File: src/rtl/ipi_pkg.sv
package ipi_pkg;
  // Current-processor register view
  localparam logic [15:0] OFS_EVENT = 16'h2004;
  localparam logic [15:0] OFS_SEND  = 16'h2008;
  localparam logic [15:0] OFS_ACK   = 16'h200C;
  localparam logic [15:0] OFS_MSET  = 16'h2024;
  localparam logic [15:0] OFS_MCLR  = 16'h2028;
  // Explicit per-processor windows, 128 bytes apart
  localparam logic [15:0] WIN_BASE  = 16'h5000;
  localparam logic [6:0]  WOFS_SET  = 7'h08;
  localparam logic [6:0]  WOFS_CLR  = 7'h0C;
  localparam logic [6:0]  WOFS_MSET = 7'h24;
  localparam logic [6:0]  WOFS_MCLR = 7'h28;
  // Event word fields
  localparam logic [15:0] KIND_HW   = 16'd1;
  localparam logic [15:0] KIND_IPI  = 16'd4;
  localparam logic [15:0] NUM_OTHER = 16'd1;
  localparam logic [15:0] NUM_SELF  = 16'd2;

  // Per-processor request bundle; bit 0 = other, bit 1 = self
  typedef struct packed {
    logic [1:0] raise;
    logic [1:0] drop;
    logic [1:0] mask_on;
    logic [1:0] mask_off;
  } ipi_req_t;

  function automatic logic [1:0] kind_bits(logic [31:0] w);
    return {w[31], w[0]};
  endfunction

  function automatic logic [31:0] kind_word(logic [1:0] k);
    return {k[1], 30'd0, k[0]};
  endfunction

  function automatic logic [8:0] win_slot(logic [15:0] a);
    logic [15:0] rel;
    rel = a - WIN_BASE;
    return rel[15:7];
  endfunction

  function automatic logic win_hit(logic [15:0] a, logic [8:0] slot);
    return (a >= WIN_BASE) && (win_slot(a) == slot);
  endfunction
endpackage

File: src/rtl/ipi_port_decode.sv
module ipi_port_decode #(
  parameter int NCPU  = 4,
  parameter int CPU_W = 2
) (
  input  logic                                wr,
  input  logic [15:0]                         addr,
  input  logic [31:0]                         wdata,
  input  logic [CPU_W-1:0]                    cpu,
  output ipi_pkg::ipi_req_t [NCPU-1:0]        req
);
  import ipi_pkg::*;

  logic [1:0] kb;
  logic       wdata_unused;
  assign kb           = kind_bits(wdata);
  assign wdata_unused = ^wdata;

  always_comb begin
    req = '0;
    for (int c = 0; c < NCPU; c++) begin
      logic own;
      logic win;
      own = wr && (cpu == CPU_W'(c));
      win = wr && win_hit(addr, 9'(c));
      if (wr && addr == OFS_SEND) begin
        req[c].raise[0] = wdata[c];
        req[c].raise[1] = own & wdata[31];
      end
      if (own && addr == OFS_ACK)  req[c].drop     = kb;
      if (own && addr == OFS_MSET) req[c].mask_on  = kb;
      if (own && addr == OFS_MCLR) req[c].mask_off = kb;
      if (win) begin
        case (addr[6:0])
          WOFS_SET:  req[c].raise    = req[c].raise | kb;
          WOFS_CLR:  req[c].drop     = kb;
          WOFS_MSET: req[c].mask_on  = kb;
          WOFS_MCLR: req[c].mask_off = kb;
          default: ;
        endcase
      end
    end
  end
endmodule

File: src/rtl/ipi_read_port.sv
module ipi_read_port #(
  parameter int NCPU  = 4,
  parameter int CPU_W = 2
) (
  input  logic                        rd,
  input  logic [15:0]                 addr,
  input  logic [CPU_W-1:0]            cpu,
  input  logic [NCPU-1:0]             hw_vld,
  input  logic [NCPU-1:0][15:0]       hw_num,
  input  logic [NCPU-1:0][1:0]        pend,
  input  logic [NCPU-1:0][1:0]        mask,
  output logic [31:0]                 rdata_n,
  output logic [NCPU-1:0][1:0]        auto_on
);
  import ipi_pkg::*;

  always_comb begin
    rdata_n = '0;
    auto_on = '0;
    if (rd) begin
      for (int c = 0; c < NCPU; c++) begin
        logic [1:0] live;
        live = pend[c] & ~mask[c];
        if (cpu == CPU_W'(c)) begin
          case (addr)
            OFS_EVENT: begin
              if (hw_vld[c]) begin
                rdata_n = {KIND_HW, hw_num[c]};
              end else if (live[0]) begin
                rdata_n       = {KIND_IPI, NUM_OTHER};
                auto_on[c][0] = 1'b1;
              end else if (live[1]) begin
                rdata_n       = {KIND_IPI, NUM_SELF};
                auto_on[c][1] = 1'b1;
              end
            end
            OFS_ACK:            rdata_n = kind_word(pend[c]);
            OFS_MSET, OFS_MCLR: rdata_n = kind_word(mask[c]);
            default: ;
          endcase
        end
        if (win_hit(addr, 9'(c))) begin
          case (addr[6:0])
            WOFS_SET, WOFS_CLR:   rdata_n = kind_word(pend[c]);
            WOFS_MSET, WOFS_MCLR: rdata_n = kind_word(mask[c]);
            default: ;
          endcase
        end
      end
    end
  end
endmodule

File: src/rtl/ipi_cpu_state.sv
module ipi_cpu_state (
  input  logic              clk,
  input  logic              rst,
  input  ipi_pkg::ipi_req_t req,
  input  logic [1:0]        auto_on,
  input  logic              hw_vld,
  output logic [1:0]        pend,
  output logic [1:0]        mask,
  output logic              irq
);
  logic [1:0] pend_n;
  logic [1:0] mask_n;

  always_comb begin
    pend_n = (pend & ~req.drop) | req.raise;
    mask_n = (mask & ~req.mask_off) | req.mask_on | auto_on;
  end

  always_ff @(posedge clk) begin
    if (rst) begin
      pend <= 2'b00;
      mask <= 2'b11;
      irq  <= 1'b0;
    end else begin
      pend <= pend_n;
      mask <= mask_n;
      irq  <= hw_vld | (|(pend_n & ~mask_n));
    end
  end

  for (genvar k = 0; k < 2; k++) begin : g_chk
    p_raise_wins_r8: assert property (@(posedge clk) disable iff (rst)
      req.raise[k] |=> pend[k]);
    p_ack_clears_r3: assert property (@(posedge clk) disable iff (rst)
      (req.drop[k] && !req.raise[k]) |=> !pend[k]);
    p_mask_on_r4: assert property (@(posedge clk) disable iff (rst)
      (req.mask_on[k] || auto_on[k]) |=> mask[k]);
  end
endmodule

File: src/rtl/ipi_unit.sv
module ipi_unit #(
  parameter int NCPU  = 4,
  parameter int NPORT = 2,
  parameter int CPU_W = (NCPU > 1) ? $clog2(NCPU) : 1
) (
  input  logic                    clk,
  input  logic                    rst,
  input  logic [NPORT-1:0]        bus_wr,
  input  logic [NPORT-1:0]        bus_rd,
  input  logic [NPORT*16-1:0]     bus_addr,
  input  logic [NPORT*32-1:0]     bus_wdata,
  input  logic [NPORT*CPU_W-1:0]  bus_cpu,
  output logic [NPORT*32-1:0]     bus_rdata,
  input  logic [NCPU-1:0]         hw_vld,
  input  logic [NCPU*16-1:0]      hw_num,
  output logic [NCPU-1:0]         irq_o
);
  import ipi_pkg::*;

  ipi_req_t [NPORT-1:0][NCPU-1:0] req_p;
  logic [NPORT-1:0][NCPU-1:0][1:0] auto_p;
  logic [NPORT-1:0][31:0]          rdata_n;
  ipi_req_t [NCPU-1:0]             req_m;
  logic [NCPU-1:0][1:0]            auto_m;
  logic [NCPU-1:0][1:0]            pend_a;
  logic [NCPU-1:0][1:0]            mask_a;
  logic [NCPU-1:0][15:0]           hw_num_a;

  assign hw_num_a = hw_num;

  for (genvar p = 0; p < NPORT; p++) begin : g_port
    ipi_port_decode #(.NCPU(NCPU), .CPU_W(CPU_W)) i_dec (
      .wr    (bus_wr[p]),
      .addr  (bus_addr[p*16 +: 16]),
      .wdata (bus_wdata[p*32 +: 32]),
      .cpu   (bus_cpu[p*CPU_W +: CPU_W]),
      .req   (req_p[p])
    );
    ipi_read_port #(.NCPU(NCPU), .CPU_W(CPU_W)) i_rdp (
      .rd      (bus_rd[p]),
      .addr    (bus_addr[p*16 +: 16]),
      .cpu     (bus_cpu[p*CPU_W +: CPU_W]),
      .hw_vld  (hw_vld),
      .hw_num  (hw_num_a),
      .pend    (pend_a),
      .mask    (mask_a),
      .rdata_n (rdata_n[p]),
      .auto_on (auto_p[p])
    );
    always_ff @(posedge clk) begin
      if (rst) bus_rdata[p*32 +: 32] <= '0;
      else     bus_rdata[p*32 +: 32] <= rdata_n[p];
    end
  end

  always_comb begin
    req_m  = '0;
    auto_m = '0;
    for (int p = 0; p < NPORT; p++) begin
      for (int c = 0; c < NCPU; c++) begin
        req_m[c]  = ipi_req_t'(req_m[c] | req_p[p][c]);
        auto_m[c] = auto_m[c] | auto_p[p][c];
      end
    end
  end

  for (genvar c = 0; c < NCPU; c++) begin : g_cpu
    ipi_cpu_state i_st (
      .clk     (clk),
      .rst     (rst),
      .req     (req_m[c]),
      .auto_on (auto_m[c]),
      .hw_vld  (hw_vld[c]),
      .pend    (pend_a[c]),
      .mask    (mask_a[c]),
      .irq     (irq_o[c])
    );
  end

  // Per-port view of the requester's hardware line and live interrupts
  logic [NPORT-1:0] port_hw;
  logic [NPORT-1:0] port_live;
  always_comb begin
    port_hw   = '0;
    port_live = '0;
    for (int p = 0; p < NPORT; p++) begin
      for (int c = 0; c < NCPU; c++) begin
        if (bus_cpu[p*CPU_W +: CPU_W] == CPU_W'(c)) begin
          port_hw[p]   = hw_vld[c];
          port_live[p] = |(pend_a[c] & ~mask_a[c]);
        end
      end
    end
  end

  for (genvar p = 0; p < NPORT; p++) begin : g_port_chk
    p_hw_first_r5: assert property (@(posedge clk) disable iff (rst)
      (bus_rd[p] && bus_addr[p*16 +: 16] == OFS_EVENT && port_hw[p])
      |=> bus_rdata[p*32+16 +: 16] == KIND_HW);
    p_ipi_event_r6: assert property (@(posedge clk) disable iff (rst)
      (bus_rd[p] && bus_addr[p*16 +: 16] == OFS_EVENT && !port_hw[p] && port_live[p])
      |=> bus_rdata[p*32+16 +: 16] == KIND_IPI);
  end
endmodule

File: config.mk
export PLATFORM = sky130hd
export DESIGN_NAME = ipi_unit
export DESIGN_NICKNAME = d
export VERILOG_FILES = /design/src/rtl/ipi_pkg.sv /design/src/rtl/ipi_port_decode.sv /design/src/rtl/ipi_read_port.sv /design/src/rtl/ipi_cpu_state.sv /design/src/rtl/ipi_unit.sv
export SDC_FILE = /design/constraint.sdc
export NUM_CORES = 1
export LEC_CHECK = 0
export BUFFER_PORTS_ARGS = -buffer_cell sky130_fd_sc_hd__buf_2
export CORE_MARGIN = 10
export CORE_UTILIZATION = 55
export CTS_BUF_LIST = sky130_fd_sc_hd__clkbuf_4
export DETAILED_ROUTE_END_ITERATION = 6
export GPL_TIMING_DRIVEN = 0
export HOLD_SLACK_MARGIN = 0.12
export PLACE_DENSITY_LB_ADDON = 0.3
export SKIP_CTS_REPAIR_TIMING = 1
export SYNTH_ARGS = -nofsm -noshare
export SYNTH_HDL_FRONTEND = slang
export SYNTH_SLANG_ARGS = --single-unit
File: constraint.sdc
create_clock -name clk -period 6.1 [get_ports clk]
set_input_delay 0.61 -clock clk [delete_from_list [all_inputs] [get_ports clk]]
set_output_delay 0.61 -clock clk [all_outputs]
set_load 0.1 [all_outputs]
# After elaboration in Yosys (flattened, before gate mapping)
# Cells that the tools add are included.
[classes]
add_sub_neg = 2
n_lt_le_gt_ge = 2
n_eq_ne = 30
muxes = 161
bitwise = 74
reduce_logical = 66
[op_table]
columns = ["operator", "count"]
rows = [
  ["32-bit two-way mux", 37],
  ["32-bit one-hot mux with 3 select lines", 8],
  ["32-bit one-hot mux with 2 select lines", 8],
  ["2-bit two-way mux", 84],
  ["16-bit by 14-bit equality test with 1-bit output (second input constant)", 10],
  ["8-bit two-way mux", 10],
  ["1-bit logical AND", 50],
  ["2-bit OR", 24],
  ["19-bit two-way mux", 2],
  ["9-bit by 2-bit equality test with 1-bit output (second input constant)", 4],
  ["2-bit bitwise AND", 16],
  ["16-bit by 15-bit >= comparator with 1-bit output (second input constant)", 2],
  ["2-bit NOT", 16],
  ["8-bit OR", 4],
  ["16-bit by 15-bit subtractor with 16-bit output (second input constant)", 2],
  ["7-bit by 4-bit equality test with 1-bit output (second input constant)", 4],
  ["7-bit by 6-bit equality test with 1-bit output (second input constant)", 4],
  ["2-bit OR reduction", 12],
  ["9-bit by 1-bit equality test with 1-bit output (second input constant)", 2],
  ["9-bit zero test", 2],
  ["1-bit two-way mux", 12],
  ["1-bit bitwise AND", 8],
  ["2-bit equality test (second input constant)", 4],
  ["2-bit by 1-bit equality test with 1-bit output (second input constant)", 2],
  ["other kinds (3)", 8],
]
[totals]
regBits = 84
input_bits = 174
out_inout_bits = 68
wordCells = 349

# Depth between registers and ports, before layout
[logic_depth]
ltp_word = 31
mapped_depth = 12

# By module
# Synthesis repeated with hierarchy kept, for this count alone.
[unflattened]
cells_unflattened = 881
area_unflattened_um2 = 6884.1
[by_module_without_submodules]
columns = ["mod", "instances", "cells_each", "area_per_inst_um2"]
rows = [
  ["ipi_read_port", 2, 230, 1481.4],
  ["ipi_unit", 1, 175, 2168.3],
  ["ipi_cpu_state", 4, 20, 187.7],
  ["ipi_port_decode (g_port[0].i_dec)", 1, 84, 518.0],
  ["ipi_port_decode (g_port[1].i_dec)", 1, 82, 484.2],
]

# Worst setup path before layout
# Ideal clock, no wire load.
[synth_timing]
path_type = "input to register"
startpoint = "input port bus_addr[12]"
endpoint = "register g_cpu[1].i_st.irq"
setup_time_ns = 0.129
arrival_time_ns = 2.646
required_time_ns = 5.971
slack_ns = 3.324
path_stages = 11
n_path_buf = 1
cell_sequence = "inv_1 > ha_1 > or4b_1 > or4_4 > buf_6 > o21ai_1 > a21oi_1 > o221a_2 > a211oi_2 > or2_1 > a21oi_1"
[synth_between]
elab_chain_cells = 14
word_cells_on_any_way = 40
cone_classes = "add/sub: 1; order compare: 1; eq/ne: 6; mux: 12; bitwise: 13; reduce/logical: 7"
[synth_lines]
columns = ["item", "line_no", "source"]
rows = [
  ["start: declaration", "ipi_unit.sv:10", "input logic [NPORT*16-1:0] bus_addr,"],
  ["16-bit by 15-bit subtractor with 16-bit output / 16-bit by 14-bit equality test with 1-bit output (equally long branches)", "ipi_pkg.sv:38, ipi_port_decode.sv:31", ""],
  ["9-bit by 1-bit equality test with 1-bit output / 1-bit logical AND (equally long branches)", "ipi_pkg.sv:43, ipi_port_decode.sv:31", ""],
  ["1-bit logical AND / 2-bit two-way mux (equally long branches)", "ipi_pkg.sv:43, ipi_port_decode.sv:31", ""],
  ["1-bit logical AND / 2-bit two-way mux (equally long branches)", "ipi_port_decode.sv:24, ipi_port_decode.sv:33", ""],
  ["8-bit two-way mux", "ipi_port_decode.sv:32", "if (win) begin"],
  ["8-bit OR", "ipi_unit.sv:61", "req_m[c] = ipi_req_t'(req_m[c] | req_p[p][c]);"],
  ["2-bit NOT", "ipi_cpu_state.sv:16", "mask_n = (mask & ~req.mask_off) | req.mask_on | auto_on;"],
  ["2-bit bitwise AND", "ipi_cpu_state.sv:16", ""],
  ["2-bit OR (2 in a row)", "ipi_cpu_state.sv:16", ""],
  ["2-bit NOT", "ipi_cpu_state.sv:27", "irq <= hw_vld | (|(pend_n & ~mask_n));"],
  ["2-bit bitwise AND *", "ipi_cpu_state.sv:27", ""],
  ["2-bit OR reduction *", "ipi_cpu_state.sv:27", ""],
  ["1-bit OR *", "ipi_cpu_state.sv:27", ""],
  ["end signal: assignment", "ipi_cpu_state.sv:27", ""],
  ["end: declaration", "ipi_cpu_state.sv:9", "output logic irq"],
]
# Every way passes the cells marked *; elsewhere a longest branch is shown, timed or not.
# A chain may end at the register's enable or synchronous reset.

# Worst setup path after layout
[layout_timing]
startpoint = "input port bus_addr[12]"
endpoint = "register g_cpu[2].i_st.irq"
[layout_between]
elab_chain_cells = 14
word_cells_on_any_way = 40
cone_classes = "add/sub: 1; order compare: 1; eq/ne: 6; mux: 12; bitwise: 13; reduce/logical: 7"
[layout_lines]
columns = ["item", "line_no"]
rows = [
  ["16-bit by 15-bit subtractor with 16-bit output / 16-bit by 14-bit equality test with 1-bit output (equally long branches)", "ipi_pkg.sv:38, ipi_port_decode.sv:31"],
  ["9-bit by 2-bit equality test with 1-bit output / 1-bit logical AND (equally long branches)", "ipi_pkg.sv:43, ipi_port_decode.sv:31"],
  ["1-bit logical AND / 2-bit two-way mux (equally long branches)", "ipi_pkg.sv:43, ipi_port_decode.sv:31"],
  ["1-bit logical AND / 2-bit two-way mux (equally long branches)", "ipi_port_decode.sv:24, ipi_port_decode.sv:33"],
  ["8-bit two-way mux", "ipi_port_decode.sv:32"],
  ["8-bit OR", "ipi_unit.sv:61"],
  ["2-bit NOT", "ipi_cpu_state.sv:16"],
  ["2-bit bitwise AND", "ipi_cpu_state.sv:16"],
  ["2-bit OR (2 in a row)", "ipi_cpu_state.sv:16"],
  ["2-bit NOT", "ipi_cpu_state.sv:27"],
  ["2-bit bitwise AND *", "ipi_cpu_state.sv:27"],
  ["2-bit OR reduction *", "ipi_cpu_state.sv:27"],
  ["1-bit OR *", "ipi_cpu_state.sv:27"],
  ["end signal: assignment", "ipi_cpu_state.sv:27"],
  ["end: declaration", "ipi_cpu_state.sv:9"],
]
# Marked as above.

==> metrics <==
Max FO, Critical Path 7; family with the most delay on the worst path simple AND/OR/NAND/NOR gates; die height 123 um; clock tree buffer depth 2; vias in the first global route 7937; Max-cap violations 0; post-synthesis area per instance 6.82 sq um; pin count of the biggest net entering global routing 12; std cell rows 37; CP endpoint kind register; drt wl/cell 24.5 um; Via-to-Cell Ratio 7.04; crit path cell chain buf_2, inv_1, ha_1, nor4b_1, nand2_1, nor4_2, and2_0, clkbuf_1, nand2_1, o21ai_0, a211oi_1, a22oi_1, o21ai_0; most common cell in the netlist nor2_1; RSZ-0062 raised after global routing false; Port Buffer Count 151; Post-synth EDFFs 0; fin crit share 54.8%; Power Dens Cells 129 mW/mm^2; area of the multi-input gates 0.00419 sq mm; netlist area before placement 0.00585 sq mm; Setup violations, final 0; relative slew slack 16.5%; measured slew at the worst slew-check pin 1.24 ns; clk root buf clkbuf_4; area share of the largest cell type after synthesis 19.9%; clock slew at reported path FFs 0.12 ns; CP Launch Type input port; GR peak layer met2; fin area 0.00698 sq mm; DP HPWL 22200 um; met3 Use GR 10.4%; CTS tree done; initial antenna violation count 0; dpl cells 1169; Synth cell types 84; worst path required time 6.41 ns; Die Width 123 um; slowest CP cell nor4_2; Max VDD drop 0.105 mV; CP Buf/Inv Count 3; fraction of layout cells with a size suffix above 1 23.6%; Placed Area 0.00687 sq mm; overall routing resource usage 36.1%; gr ovfl total 0; Synth area leaders dfxtp_1 (20%), nor2_1 (6.7%), nand2_1 (6.0%); DRT Pass-1 Iters 7; Syn Inst Count 857; Starting DRT DRC Count 1833; Setup CP Type input port to register; DR vias 8348; max-slew violations 0; cts bufs inserted 9; H-tree depth 3; failing checks DRC; Setup TNS 0 ns; register area 0.00116 sq mm; Top Ports 242; post-route ant nets 0; Pleak 2.80 nW; hold slack 0.437 ns; Max Clk Rate 299 MHz; Synth area leader dfxtp_1; critical path arrival 3.65 ns; post-route insts no fill 1186; top_reg_cell synth dfxtp_1; Final Critical Period 3.34 ns; Yosys Warn Count 0; final wirelength 29100 um; met2 usage 56.2%; sequential fraction of the synthesis area 19.9%; endpoints failing hold 0; routability cong. 1.13; met1 usage 41.2%; Yosys reg bits 58; clock skew 0.0142 ns; Crit path largest cell delay 0.76 ns; TritonCTS Sinks 58; Core ar. 0.0103 sq mm; fin nets 1222; initial core utilization 56.6%; fillers 976; Area Overhead vs Synth 19.4%; DRC violations left 22; Die Area 0.0152 sq mm; Async SR Flop Fraction 0%; status finished, violations left; worst skew pair latency 0.43 ns; Synth top cells by count nor2_1 (105), nand2_1 (93), a21oi_1 (69), dfxtp_1 (58), o21ai_0 (42); first-pass GRT wire length 43000 um; Hold WC Path Type input port to register
==> layout make-up <==
class                   instances  share of cell area (%)
multi-input cells             720                    60.0
flip-flops and latches         58                    16.6
repair buffers                151                    10.8
plain buffers                  90                    7.74
well taps                     136                    2.44
clock buffers                   9                   0.968
inverters                      14                   0.753
clock inverters                 7                   0.645
diodes                          1                  0.0358
==> through the flow <==
step           setup WS (ns)  total power, mW  util (%)
2_1_floorplan           3.32            0.556         -
3_3_place_gp            2.47            0.637      66.5
3_5_place_dp            2.47            0.638      66.5
4_1_cts                 2.92            0.886      67.6
5_1_grt                 2.53            0.918      67.6
6_report                2.76            0.901      67.6
==> sequential cells by signal, indices dropped and copies added, names as in the netlist <==
name,flops
bus_rdata,38
g_cpu.i_st.irq,4
g_cpu.i_st.mask,8
g_cpu.i_st.pend,8
==> per-layer routing <==
metal	up-vias	part of all wire, %
met4	0	8.7
met1	3634	34
met2	908	42
met3	264	16
met5	-	0
li1	3542	-
==> layout by cell type (no fill, tap or decap), types with 5 or more instances in the layout <==
cell type,Yosys,routed
nand3_1,39,39
a221o_1,5,5
a31oi_1,8,8
a222oi_1,11,11
nand2_1,93,93
inv_1,14,14
a22o_1,6,6
or2_2,6,6
a211oi_1,23,23
o2111ai_1,5,5
o221ai_1,9,9
and2_1,7,7
o22ai_1,12,12
clkbuf_1,35,35
buf_2,11,162
nor3_1,40,40
nand2b_1,28,28
and3_1,16,16
nor2b_1,13,13
a221oi_1,14,14
o21ai_0,42,42
buf_4,32,32
conb_1,1,26
nor2_1,105,105
clkbuf_4,1,10
nand4_1,13,13
a22oi_1,32,32
a21oi_1,69,69
a32oi_1,11,11
dfxtp_1,58,58
==> where the power goes <==
group	internal, mW	switching, mW	total [mW]
combinational	0.0697	0.191	0.261
sequential	0.380	0.000351	0.380
clock	0.0818	0.178	0.260
==> final timing paths <==
kind | cells after the start | startpoint | slack [ns] | end
min reg2reg | 2 | g_cpu[3].i_st.pend[1]$_SDFF_PP0_ | 0.77 | bus_rdata[63]$_SDFF_PP0_
min | 3 | hw_num[62] | 0.44 | bus_rdata[14]$_SDFF_PP0_
max | 13 | bus_addr[12] | 2.76 | g_cpu[2].i_st.irq$_SDFF_PP0_
max reg2reg | 8 | g_cpu[2].i_st.mask[0]$_SDFF_PP1_ | 3.70 | bus_rdata[11]$_SDFF_PP0_
==> kinds of logic (layout without fill, tap and decap cells) <==
family	after synthesis	after routing	synth area share (%)
adders and majority gates	4	4	0.856
buffers and inverters	104	271	10.1
xor gates and xnor gates	4	4	0.599
other	1	27	0.0641
AOI/OAI and AO/OA	282	282	33.5
and+or+nand+nor	401	401	34.4
muxes	3	3	0.513
DFF	58	58	19.9
==> worst min-delay path: cells and delay by family <==
kind,cells,cell delay [ns]
AO/OA/AOI/OAI,1,0.05
buffers and inverters,1,0.11
AND/OR/NAND/NOR,1,0.05
Note: power is estimated with default switching activity, not from simulation.
